## src/rtl/hsw_pkg.sv

```systemverilog
package hsw_pkg;

    typedef enum logic [1:0] {
        ST_OFF   = 2'd0,
        ST_ON    = 2'd1,
        ST_LATCH = 2'd2,
        ST_COOL  = 2'd3
    } hsw_state_e;

    typedef enum logic [2:0] {
        RC_HOLD = 3'd0,
        RC_CLR  = 3'd1,
        RC_INC  = 3'd2,
        RC_DEC  = 3'd3,
        RC_LOAD = 3'd4
    } ramp_cmd_e;

    typedef enum logic [1:0] {
        CC_HOLD = 2'd0,
        CC_CLR  = 2'd1,
        CC_INC  = 2'd2
    } cyc_cmd_e;

    typedef struct packed {
        hsw_state_e st;
        logic       dir_up;
        logic       retry;
    } hsw_ctl_t;

endpackage

```

## src/rtl/hsw_ramp_timer.sv

```systemverilog
module hsw_ramp_timer
    import hsw_pkg::*;
#(
    parameter int CNT_W = 8,
    parameter int T_HI  = 32,
    parameter int T_LO  = 8
) (
    input  logic             clk,
    input  logic             rst_n,
    input  ramp_cmd_e        cmd_i,
    output logic [CNT_W-1:0] cnt_o,
    output logic             near_hi_o,
    output logic             near_lo_o
);
    localparam logic [CNT_W-1:0] HI_V     = CNT_W'(T_HI);
    localparam logic [CNT_W-1:0] HI_M1_V  = CNT_W'(T_HI - 1);
    localparam logic [CNT_W-1:0] LO_P1_V  = CNT_W'(T_LO + 1);
    localparam logic [CNT_W-1:0] ZERO_V   = '0;

    logic [CNT_W-1:0] cnt_d, cnt_q;

    always_comb begin
        cnt_d = cnt_q;
        unique case (cmd_i)
            RC_CLR:  cnt_d = ZERO_V;
            RC_LOAD: cnt_d = HI_V;
            RC_INC:  cnt_d = (cnt_q >= HI_V) ? HI_V : cnt_q + 1'b1;
            RC_DEC:  cnt_d = (cnt_q == ZERO_V) ? ZERO_V : cnt_q - 1'b1;
            default: cnt_d = cnt_q;
        endcase
    end

    always_ff @(posedge clk or negedge rst_n) begin
        if (!rst_n) cnt_q <= ZERO_V;
        else        cnt_q <= cnt_d;
    end

    assign cnt_o     = cnt_q;
    assign near_hi_o = (cnt_q == HI_M1_V);
    assign near_lo_o = (cnt_q == LO_P1_V);

endmodule

```

## src/rtl/hsw_cycle_cnt.sv

```systemverilog
module hsw_cycle_cnt
    import hsw_pkg::*;
#(
    parameter int CYC_N = 16,
    parameter int CYC_W = 5
) (
    input  logic             clk,
    input  logic             rst_n,
    input  cyc_cmd_e         cmd_i,
    output logic [CYC_W-1:0] cnt_o,
    output logic             done_o
);
    localparam logic [CYC_W-1:0] N_V = CYC_W'(CYC_N);

    logic [CYC_W-1:0] cnt_d, cnt_q;

    always_comb begin
        cnt_d = cnt_q;
        unique case (cmd_i)
            CC_CLR:  cnt_d = '0;
            CC_INC:  cnt_d = (cnt_q == N_V) ? N_V : cnt_q + 1'b1;
            default: cnt_d = cnt_q;
        endcase
    end

    always_ff @(posedge clk or negedge rst_n) begin
        if (!rst_n) cnt_q <= '0;
        else        cnt_q <= cnt_d;
    end

    assign cnt_o  = cnt_q;
    assign done_o = (cnt_q == N_V);

endmodule

```

## src/rtl/hsw_fault_sup.sv

```systemverilog
module hsw_fault_sup
    import hsw_pkg::*;
#(
    parameter int CNT_W = 8,
    parameter int T_HI  = 32,
    parameter int T_LO  = 8,
    parameter int CYC_N = 16
) (
    input  logic clk,
    input  logic rst_n,
    input  logic en,
    input  logic ov,
    input  logic ot,
    input  logic uvlo,
    input  logic ilim,
    input  logic retry_mode,
    output logic sw_on,
    output logic flt_n
);
    localparam int CYC_W = $clog2(CYC_N + 1);

    hsw_ctl_t         ctl_d, ctl_q;
    ramp_cmd_e        rcmd;
    cyc_cmd_e         ccmd;
    logic [CNT_W-1:0] tmr_cnt;
    logic [CYC_W-1:0] cyc_cnt;
    logic             near_hi, near_lo, cyc_done;
    logic             clr_req, inhibit;

    hsw_ramp_timer #(.CNT_W(CNT_W), .T_HI(T_HI), .T_LO(T_LO)) u_ramp (
        .clk       (clk),
        .rst_n     (rst_n),
        .cmd_i     (rcmd),
        .cnt_o     (tmr_cnt),
        .near_hi_o (near_hi),
        .near_lo_o (near_lo)
    );

    hsw_cycle_cnt #(.CYC_N(CYC_N), .CYC_W(CYC_W)) u_cyc (
        .clk    (clk),
        .rst_n  (rst_n),
        .cmd_i  (ccmd),
        .cnt_o  (cyc_cnt),
        .done_o (cyc_done)
    );

    assign clr_req = !en || uvlo;
    assign inhibit = clr_req || ov || ot;

    always_comb begin
        ctl_d = ctl_q;
        rcmd  = RC_DEC;
        ccmd  = CC_HOLD;

        // policy is latched only while idle with nothing pending
        if (ctl_q.st == ST_OFF) ctl_d.retry = retry_mode;

        if (clr_req) begin
            ctl_d.st     = ST_OFF;
            ctl_d.dir_up = 1'b0;
            rcmd         = RC_CLR;
            ccmd         = CC_CLR;
        end else if (inhibit) begin
            ctl_d.st     = ST_OFF;
            ctl_d.dir_up = 1'b0;
            ccmd         = CC_CLR;
        end else begin
            unique case (ctl_q.st)
                ST_OFF: begin
                    ctl_d.st = ST_ON;
                end
                ST_ON: begin
                    if (ilim) begin
                        if (near_hi) begin
                            rcmd         = RC_LOAD;
                            ccmd         = CC_CLR;
                            ctl_d.dir_up = 1'b0;
                            ctl_d.st     = ctl_q.retry ? ST_COOL : ST_LATCH;
                        end else begin
                            rcmd = RC_INC;
                        end
                    end
                end
                ST_LATCH: begin
                    rcmd = RC_DEC;
                end
                ST_COOL: begin
                    if (ctl_q.dir_up) begin
                        rcmd = RC_INC;
                        if (near_hi) begin
                            ctl_d.dir_up = 1'b0;
                            ccmd         = CC_INC;
                        end
                    end else if (near_lo) begin
                        if (cyc_done) begin
                            ctl_d.st = ST_ON;
                            rcmd     = RC_CLR;
                            ccmd     = CC_CLR;
                        end else begin
                            rcmd         = RC_DEC;
                            ctl_d.dir_up = 1'b1;
                        end
                    end else begin
                        rcmd = RC_DEC;
                    end
                end
                default: ctl_d.st = ST_OFF;
            endcase
        end
    end

    always_ff @(posedge clk or negedge rst_n) begin
        if (!rst_n) begin
            ctl_q <= '{st: ST_OFF, dir_up: 1'b0, retry: 1'b0};
        end else begin
            ctl_q <= ctl_d;
        end
    end

    assign sw_on = (ctl_q.st == ST_ON);
    assign flt_n = !((ctl_q.st == ST_LATCH) || (ctl_q.st == ST_COOL));

endmodule

```

## config.mk

```make
export PLATFORM = sky130hd
export DESIGN_NAME = hsw_fault_sup
export DESIGN_NICKNAME = d
export VERILOG_FILES = /design/src/rtl/hsw_pkg.sv /design/src/rtl/hsw_ramp_timer.sv /design/src/rtl/hsw_cycle_cnt.sv /design/src/rtl/hsw_fault_sup.sv
export SDC_FILE = /design/constraint.sdc
export NUM_CORES = 1
export LEC_CHECK = 0
export ABC_AREA = 1
export BUFFER_PORTS_ARGS = -buffer_cell sky130_fd_sc_hd__buf_2
export CELL_PAD_IN_SITES_DETAIL_PLACEMENT = 1
export CELL_PAD_IN_SITES_GLOBAL_PLACEMENT = 2
export CORE_ASPECT_RATIO = 0.6
export CORE_UTILIZATION = 37
export DETAILED_ROUTE_END_ITERATION = 16
export HOLD_SLACK_MARGIN = 0.12
export MAX_ROUTING_LAYER = met4
export PLACE_DENSITY = 0.82
export SETUP_SLACK_MARGIN = 0.1
export SYNTH_ARGS = -nofsm -noshare
export SYNTH_HDL_FRONTEND = slang
export SYNTH_SLANG_ARGS = --single-unit
```

## constraint.sdc

```tcl
create_clock -name clk -period 4.05 [get_ports clk]
set_input_delay 0.405 -clock clk [delete_from_list [all_inputs] [get_ports clk]]
set_output_delay 0.405 -clock clk [all_outputs]
set_load 0.01 [all_outputs]
```

; ---- Yosys cells after proc, flatten, opt, wreduce, memory -nomap -nowiden
; Cells that the tools add are included.
[classes]
order_cmp = 1
reduce_logical = 14
muxes = 35
n_eq_ne = 17
add_sub_neg = 3
[op_table]
columns = op, n
row1 = $pmux W8 S4, 1
row2 = $mux W3, 10
row3 = $mux W2, 8
row4 = $mux W8, 2
row5 = $ne A4 B4 Y1 const B, 3
row6 = $pmux W5 S2, 1
row7 = $add A8 B1 Y8 const B, 1
row8 = $eq A8 B4 Y1 const B, 1
row9 = $eq A8 B5 Y1 const B, 1
row10 = $ge A8 B6 Y1 const B, 1
row11 = $logic_not A8 Y1, 1
row12 = $mux W1, 8
row13 = $reduce_bool A4 Y1, 2
row14 = $sub A8 B1 Y8 const B, 1
row15 = $eq A2 B2 Y1 const B, 3
row16 = $eq A3 B2 Y1 const B, 2
row17 = $pmux W2 S3, 1
row18 = $pmux W3 S2, 1
row19 = $reduce_and A6 Y1, 1
row20 = $add A5 B1 Y5 const B, 1
row21 = $eq A5 B5 Y1 const B, 1
row22 = $mux W5, 1
row23 = $reduce_bool A5 Y1, 1
row24 = $eq A2 B1 Y1 const B, 2
row25 = 11 further kinds, 15
[totals]
regBits = 17
wordCells = 75

; ---- Logic depth before layout (Yosys ltp)
; Gate-level depths: netlist (run 1).
[depth]
word_depth = 9
ltp_mapped = 14

; ---- Modules after synthesis
; Synthesis (run 1) repeated with hierarchy kept, for this count alone.
[unflattened]
cells_unflattened = 220
hier_area_um2 = 1471.4
[by_module_without_submodules]
columns = mod, instances, area_each_um2, cells_each
row1 = hsw_ramp_timer, 1, 774.5, 114
row2 = hsw_fault_sup, 1, 381.6, 61
row3 = hsw_cycle_cnt, 1, 315.3, 45

; ---- Least setup slack after synthesis (run 1)
; Ideal clock, no wire load.
[synth_timing]
kind = register to register
start = reg u_ramp.cnt_q[0], in the netlist u_ramp.cnt_o[0]
end = reg u_cyc.cnt_q[3], in the netlist u_cyc.cnt_o[3]
path_slack_ns = 2.044
setup_ns = 0.125
stages_incl_launch_ff = 14
period_less_slack_ns = 2.006
t_arrival_ns = 1.880
path_buffers = 0
t_required_ns = 3.925
cell_sequence = dfrtp_1 -> ha_1 -> nand2_1 -> inv_2 -> nand3_1 -> nor2_2 -> nand2_2 -> nand2_2 -> nor2_1 -> ha_1 -> clkinv_1 -> nand4_1 -> xor2_1 -> a21oi_1
[synth_via]
elab_chain_cells = 8
elab_cells_between_ends = 14
cone_classes = eq/ne: 4 / mux: 9 / reduce/logical: 1
[synth_rtl]
columns = element, line_no
row1 = from (decl), hsw_ramp_timer.sv:20  ; logic [CNT_W-1:0] cnt_d, cnt_q;
row2 = from (signal assigned), hsw_ramp_timer.sv:35  ; else cnt_q <= cnt_d;
row3 = $eq A8 B4 Y1 or $eq A8 B5 Y1 (tied branches), "hsw_ramp_timer.sv:40, hsw_ramp_timer.sv:39"
row4 = "$mux W1, or another cell as far along", hsw_fault_sup.sv:94  ; end else if (near_lo) begin
row5 = $mux W2 or $mux W1 (tied branches), "hsw_fault_sup.sv:88, hsw_fault_sup.sv:73"
row6 = $pmux W2 S2 (*), hsw_fault_sup.sv:68  ; unique case (ctl_q.st)
row7 = $mux W2 (*), hsw_fault_sup.sv:63  ; end else if (inhibit) begin
row8 = $mux W2 (*), hsw_fault_sup.sv:58  ; if (clr_req) begin
row9 = $eq A2 B2 Y1 or $eq A2 B1 Y1 (tied branches), hsw_cycle_cnt.sv:19  ; unique case (cmd_i)
row10 = $pmux W5 S2 or $reduce_bool A2 Y1 (tied branches), n/a
row11 = to (signal assigned), hsw_cycle_cnt.sv:28  ; else cnt_q <= cnt_d;
row12 = to (decl), hsw_cycle_cnt.sv:15  ; logic [CYC_W-1:0] cnt_d, cnt_q;
; Mark *: on every way between the ends. The rest lies on a longest branch, timed or not.
; A chain may end at the register's enable or synchronous reset.

; ---- Worst setup path after layout (run 1)
; Same ends and word-level chain as after synthesis.

==> results.toml, run 1 <==
[status]
status = "finished clean"

[cts]
cts_tree = "done"
clk-insertion-delay-late_ns = 0.26
clockBufferDepth = 2
cts_hold_buf = 1
htreeDepth = 1
postCtsSetupBuffers = 0
root_buffer = "clkbuf_8"
clkSinkCount = 17
clkTransAtPathRegs_ns = 0.08
numCtsBuffers = 3
post_cts_resized = 0

[worst_setup_path]
criticalPathCategory = "reg -> reg"
cp-start-kind = "register"
slowest_stage = "dfrtp_1"
critPathMaxStageDelay_ns = 0.44
critPathMaxFanout = 9
cp_cell_sequence = "ha_1, nand2_1, inv_2, nand3_1, nor2_2, nand2_2, nand2_2, nor2_1, ha_1, clkinv_1, nand4_1, xor2_1, a21oi_1"
crit_path_end_kind = "register"
cp_num_buf_inv = 2
r2r_cells = 13
crit_family = "simple AND/OR/NAND/NOR gates"
critPathArrivalTime_ns = 2.63
worstPathRequired_ns = 4.19
cp.depth = 13
rrSetupSlack_ns = 1.56

[power_and_ir_drop]
ir_drop_mv = 0.1389
p_per_area_nw_per_um2 = 412.2
p_total_mw = 0.5901
power.leakage_nw = 0.7147

[routing]
vias = 1171
ant_nets = 0
drc = 0
vias_per_cell = 5.159
routed_wl_um = 3504
drt_iter0_drc = 60
drtPass1Iterations = 4
avgRoutedWirePerCell_um = 15.44

[timing]
min_period_ns = 2.489
timing.final.crit_share = 0.6145
finalHoldViolations = 0
setup-violations-final = 0
slew_viol_final = 0
slew_headroom = 0.7107
tightest_slew_ns = 0.4340
rsz0062_at_grt = "false"
clock_skew_ns = 0.002194
setup_tns_ns = 0
fmax_ghz = 0.4018

[synthesis]
syn_avg_cell_area_um2 = 7.582
ys_seq_area_frac = 0.3340
yosys_warnings = 0
syn_inst = 168
synth_cell_types = 27
synth.ff_latch_count = 17
syn_nets = 183
synthesis.area_um2 = 1274

[final_layout]
final_nets = 198
finish.instance_area_um2 = 1431
syn2layout_area_growth_pct = 12.38
multi_input_area_um2 = 749.5
area.sequential_um2 = 425.4
fillCellCount = 422
layout_common_cells = "nand2_1, nor2_1, inv_1, nand3_1, dfrtp_1"
final_common_cell = "nand2_1"
drive_gt1_frac = 0.1758
insertedDiodeCount = 0

[global_routing]
grt_start_max_net_pins = 18
grt-ovfl-total = 0
antenna_found_initial = 0
grt_pass1_wl_um = 5540
grt_usage = 0.2124
grt_pass1_vias = 1096

[die]
ios = 10
rows = 16
start_util = 0.3903
die_area_um2 = 3689
die_y_um = 47.45
die_w_um = 77.75
core_area_um2 = 3263

[placement]
hpwl_um = 2788
io_buffers = 9
globalplace.congestion = 0.8122
placed_cell_area_um2 = 1375

[run]
maxCapViolCount = 0

[hold_path]
hold_depth = 3
hp-class = "in -> reg"
## final timing paths
check	startpoint	endpoint
setup / recovery	u_ramp.cnt_o[0]	u_cyc.cnt_o[3]
hold / removal	retry_mode	ctl_q[0]
setup reg to reg	u_ramp.cnt_o[0]	u_cyc.cnt_o[3]
hold reg to reg	ctl_q[0]	ctl_q[0]
max in group asynchronous	rst_n	ctl_q[2]
min in group asynchronous	rst_n	u_ramp.cnt_o[7]
## synth_stat cells
| library cell | instances | area [um2] |
|---|---|---|
| a21oi_1 | 3 | 15.01 |
| and2_0 | 1 | 6.260 |
| clkinv_1 | 2 | 7.510 |
| clkinv_4 | 1 | 8.760 |
| dfrtp_1 | 17 | 425.4 |
| ha_1 | 7 | 87.58 |
| inv_1 | 19 | 71.32 |
| inv_2 | 3 | 11.26 |
| nand2_1 | 28 | 105.1 |
| nand2_2 | 4 | 25.02 |
| nand2_4 | 3 | 33.78 |
| nand3_1 | 19 | 95.09 |
| nand3_2 | 1 | 10.01 |
| nand4_1 | 9 | 56.30 |
| nor2_1 | 23 | 86.33 |
| nor2_2 | 2 | 12.51 |
| nor2_4 | 3 | 33.78 |
| nor2_8 | 2 | 40.04 |
| nor3_1 | 1 | 5.000 |
| nor4_1 | 1 | 6.260 |
| o211ai_1 | 1 | 7.510 |
| o21ai_0 | 7 | 35.03 |
| o21ai_1 | 1 | 5.000 |
| o22ai_1 | 1 | 6.260 |
| o31ai_1 | 1 | 7.510 |
| xnor2_1 | 1 | 8.760 |
| xor2_1 | 7 | 61.31 |
## final cells by class
| cell class | count | share of cell area |
|---|---|---|
| Tap cell | 45 | 0.03934 |
| Inverter | 25 | 0.06906 |
| Timing Repair Buffer | 10 | 0.03846 |
| Clock buffer | 3 | 0.02885 |
| Multi-Input combinational cell | 126 | 0.5236 |
| Clock inverter | 1 | 0.003497 |
| Sequential cell | 17 | 0.2972 |
## through the flow
step | hold WS (ns) | std cells | util | worst slack [ns]
final | 0.3843 | 227 | 0.4387 | 1.561
after global routing | 0.4009 | 227 | 0.4387 | 1.415
after CTS | 0.3901 | 227 | 0.4387 | 1.622
after detailed placement | 0.3664 | 222 | 0.4214 | 1.643
after global placement | 0.3627 | 222 | 0.4214 | 1.757
after floorplan | 0.1094 | 168 | - | 2.044
## cell families after synthesis
logic type | Yosys count | synth area share
AND/OR/NAND/NOR | 97 | 0.4047
buffers and inverters | 25 | 0.07761
AO/OA/AOI/OAI | 14 | 0.05992
XOR/XNOR | 8 | 0.05501
flip-flops | 17 | 0.3340
adder cells (fa/ha/maj) | 7 | 0.06876
## worst reg2reg max path: cells and delay by family (launching register included)
kind	cells	cell delay [ns]
fa+ha+maj	2	0.52
xor+xnor	1	0.17
compound gates	1	0.06
simple gates	7	0.90
flops	1	0.44
buf+inv	2	0.30
## flip-flops by register name, summed over array words and instances (netlist names)
register,count
u_ramp.cnt_o,8
u_cyc.cnt_o,5
ctl_q,4
## layer usage
layer,vias up,track usage,wire [um]
met5,-,-,0
met4,0,0.02642,0
met3,0,0.05333,136
met2,20,0.3469,1614
met1,578,0.2781,1753
li1,573,-,-
## report_power, final
| group | total (mW) | switching, mW | internal (mW) |
|---|---|---|---|
| clock | 0.135 | 0.0667 | 0.0685 |
| combinational | 0.247 | 0.164 | 0.0829 |
| sequential | 0.208 | 0.0202 | 0.188 |
No activity file was read; power rests on OpenSTA's default activity.
==> inputs of run 2 (changes only) <==
Settings changed: CORE_UTILIZATION 37 to 31, PLACE_DENSITY 0.82 to 0.73.
Clock period 4.05 ns to 2.01 ns, I/O delays scaled along.
==> run 2 against run 1 <==
Routed wire length grew 10%. Utilization is 2.6 points higher. Largest power group unchanged. Non-clock buffer count up 27. Sequential cell count did not move. Sequential power rose by 100%. Hold slack worse by 0.21 ns.
==> results.toml, run 2 (synthesis gave the netlist of run 1 again) <==
[cts]
htreeDepth = 1
clk-insertion-delay-late_ns = 0.27
clkSinkCount = 17
root_buffer = "clkbuf_8"
clockBufferDepth = 2
cts_tree = "done"
numCtsBuffers = 3
clkTransAtPathRegs_ns = 0.08

[die]
ios = 10
rows = 17
die_area_um2 = 4377
die_y_um = 51.65
start_util = 0.3345
die_w_um = 84.75
core_area_um2 = 3807

[timing]
min_period_ns = 1.999
fin_ws_ns = 0.01118
setup-violations-final = 0
slew_viol_final = 0
fmax_ghz = 0.5003
tightest_slew_ns = 0.4456
rsz0062_at_grt = "true"
clock_skew_ns = 0.006668
slew_headroom = 0.7030
timing.final.crit_share = 0.9944
hold-worst-slack_ns = 0.1695
finalHoldViolations = 0
setup_tns_ns = 0

[placement]
io_buffers = 9
globalplace.congestion = 0.7714
place_inst = 240
placed_cell_area_um2 = 1511
hpwl_um = 2847
place_ws_ns = -0.1076

[routing]
vias = 1263
drt_iter0_drc = 30
drtPass1Iterations = 4
routed_wl_um = 3869
ant_nets = 0
avgRoutedWirePerCell_um = 15.11
drc = 0
vias_per_cell = 4.934

[run]
maxCapViolCount = 0

[final_layout]
drive_gt1_frac = 0.3732
final_cells = 256
syn2layout_area_growth_pct = 38.80
insertedDiodeCount = 0
finish.instance_area_um2 = 1768
largest_register_ff_count = 8
layout_common_cells = "nand2_1, buf_4, nor2_1"
final_nets = 225

[global_routing]
antenna_found_initial = 0
grt_start_max_net_pins = 18
grt_usage = 0.1964
grt-ovfl-total = 0
grt_pass1_vias = 1333
grt_pass1_wl_um = 6417

[hold_path]
hp-class = "in -> reg"

[worst_setup_path]
criticalPathCategory = "reg -> reg"
worstPathRequired_ns = 2.17
crit_path_end_kind = "register"
critPathMaxFanout = 6
critPathArrivalTime_ns = 2.16
rrSetupSlack_ns = 0.01
cp-start-kind = "register"

[power_and_ir_drop]
p_per_area_nw_per_um2 = 713.5
power.leakage_nw = 0.8794
ir_drop_mv = 0.3178

[status]
status = "finished clean"
==> run 2: cell types whose count changed in the layout (fill, tap and decap cells not counted), moves of 2 or more <==
| cell | delta |
|---|---|
| buf_4 | +24 |
| buf_6 | +3 |
| ha_1 | -3 |
| ha_2 | +2 |
| inv_1 | -2 |
| inv_2 | +2 |
| nand2_1 | -4 |
| nand2_4 | +2 |
| nand3_1 | -4 |
| nand3_2 | +3 |
| nor2_1 | -3 |
| nor2_4 | +2 |
| o21ai_0 | -3 |
| o21ai_1 | +2 |
==> run 2: worst paths after layout <==
check / from / end / cells past startpoint
min: retry_mode / ctl_q[0] / 3
max: u_ramp.cnt_o[1] / u_cyc.cnt_o[1] / 15
max reg2reg: u_ramp.cnt_o[1] / u_cyc.cnt_o[1] / 15
max in group asynchronous: rst_n / ctl_q[3] / 2
min in group asynchronous: rst_n / u_ramp.cnt_o[6] / 2
min reg2reg: ctl_q[0] / ctl_q[0] / 2
==> run 2: what timing repair did <==
action	CTS	global route
gates cloned	0	0
resized for setup	12	19
endpoints found under the setup margin	5	5
endpoints found under the hold margin	17	0
hold buffers	1	0
pin swaps	8	10
buffers inserted	7	5
==> run 2: final cells by class <==
| class | instances | area (um2) |
|---|---|---|
| sequential | 17 | 425.4 |
| inverter | 25 | 103.9 |
| timing repair buffer | 37 | 269.0 |
| multi-input combinational | 126 | 864.6 |
| clock buffer | 3 | 41.29 |
| clock inverter | 1 | 5.005 |
| tap | 47 | 58.81 |
| fill | 467 | 2039 |
==> run 2: power by group <==
part / leakage (nW) / switching (mW) / internal (mW) / total (mW)
combinational: 0.622 / 0.361 / 0.206 / 0.567
sequential: 0.232 / 0.0421 / 0.378 / 0.420
clock: 0.0255 / 0.135 / 0.138 / 0.274
total: 0.879 / 0.539 / 0.722 / 1.26
==> run 2: per-stage QoR <==
step / utilization / power [mW]
final: 0.4643 / 1.261
after global placement: 0.3970 / 0.9239
after CTS: 0.4367 / 1.252
after floorplan: - / 0.7792
after detailed placement: 0.3970 / 0.9516
after global routing: 0.4643 / 1.355
==> run 2: routing by layer <==
metal / track usage / wire length, um
met5: - / 0
met3: 0.03810 / 106
met1: 0.2687 / 2005
met4: 0.04802 / 42
met2: 0.3022 / 1715
==> run 2: worst max-delay path: stages, from the launching register on <==
cell	delay, ns
dfrtp_1	0.36
ha_2	0.20
nand2_2	0.07
inv_2	0.09
nand3_4	0.07
nor2_4	0.15
buf_6	0.12
nand2_4	0.05
nand2_4	0.08
nor2_4	0.04
ha_4	0.29
inv_6	0.04
buf_4	0.12
buf_6	0.11
nand3_2	0.04
o21ai_1	0.05
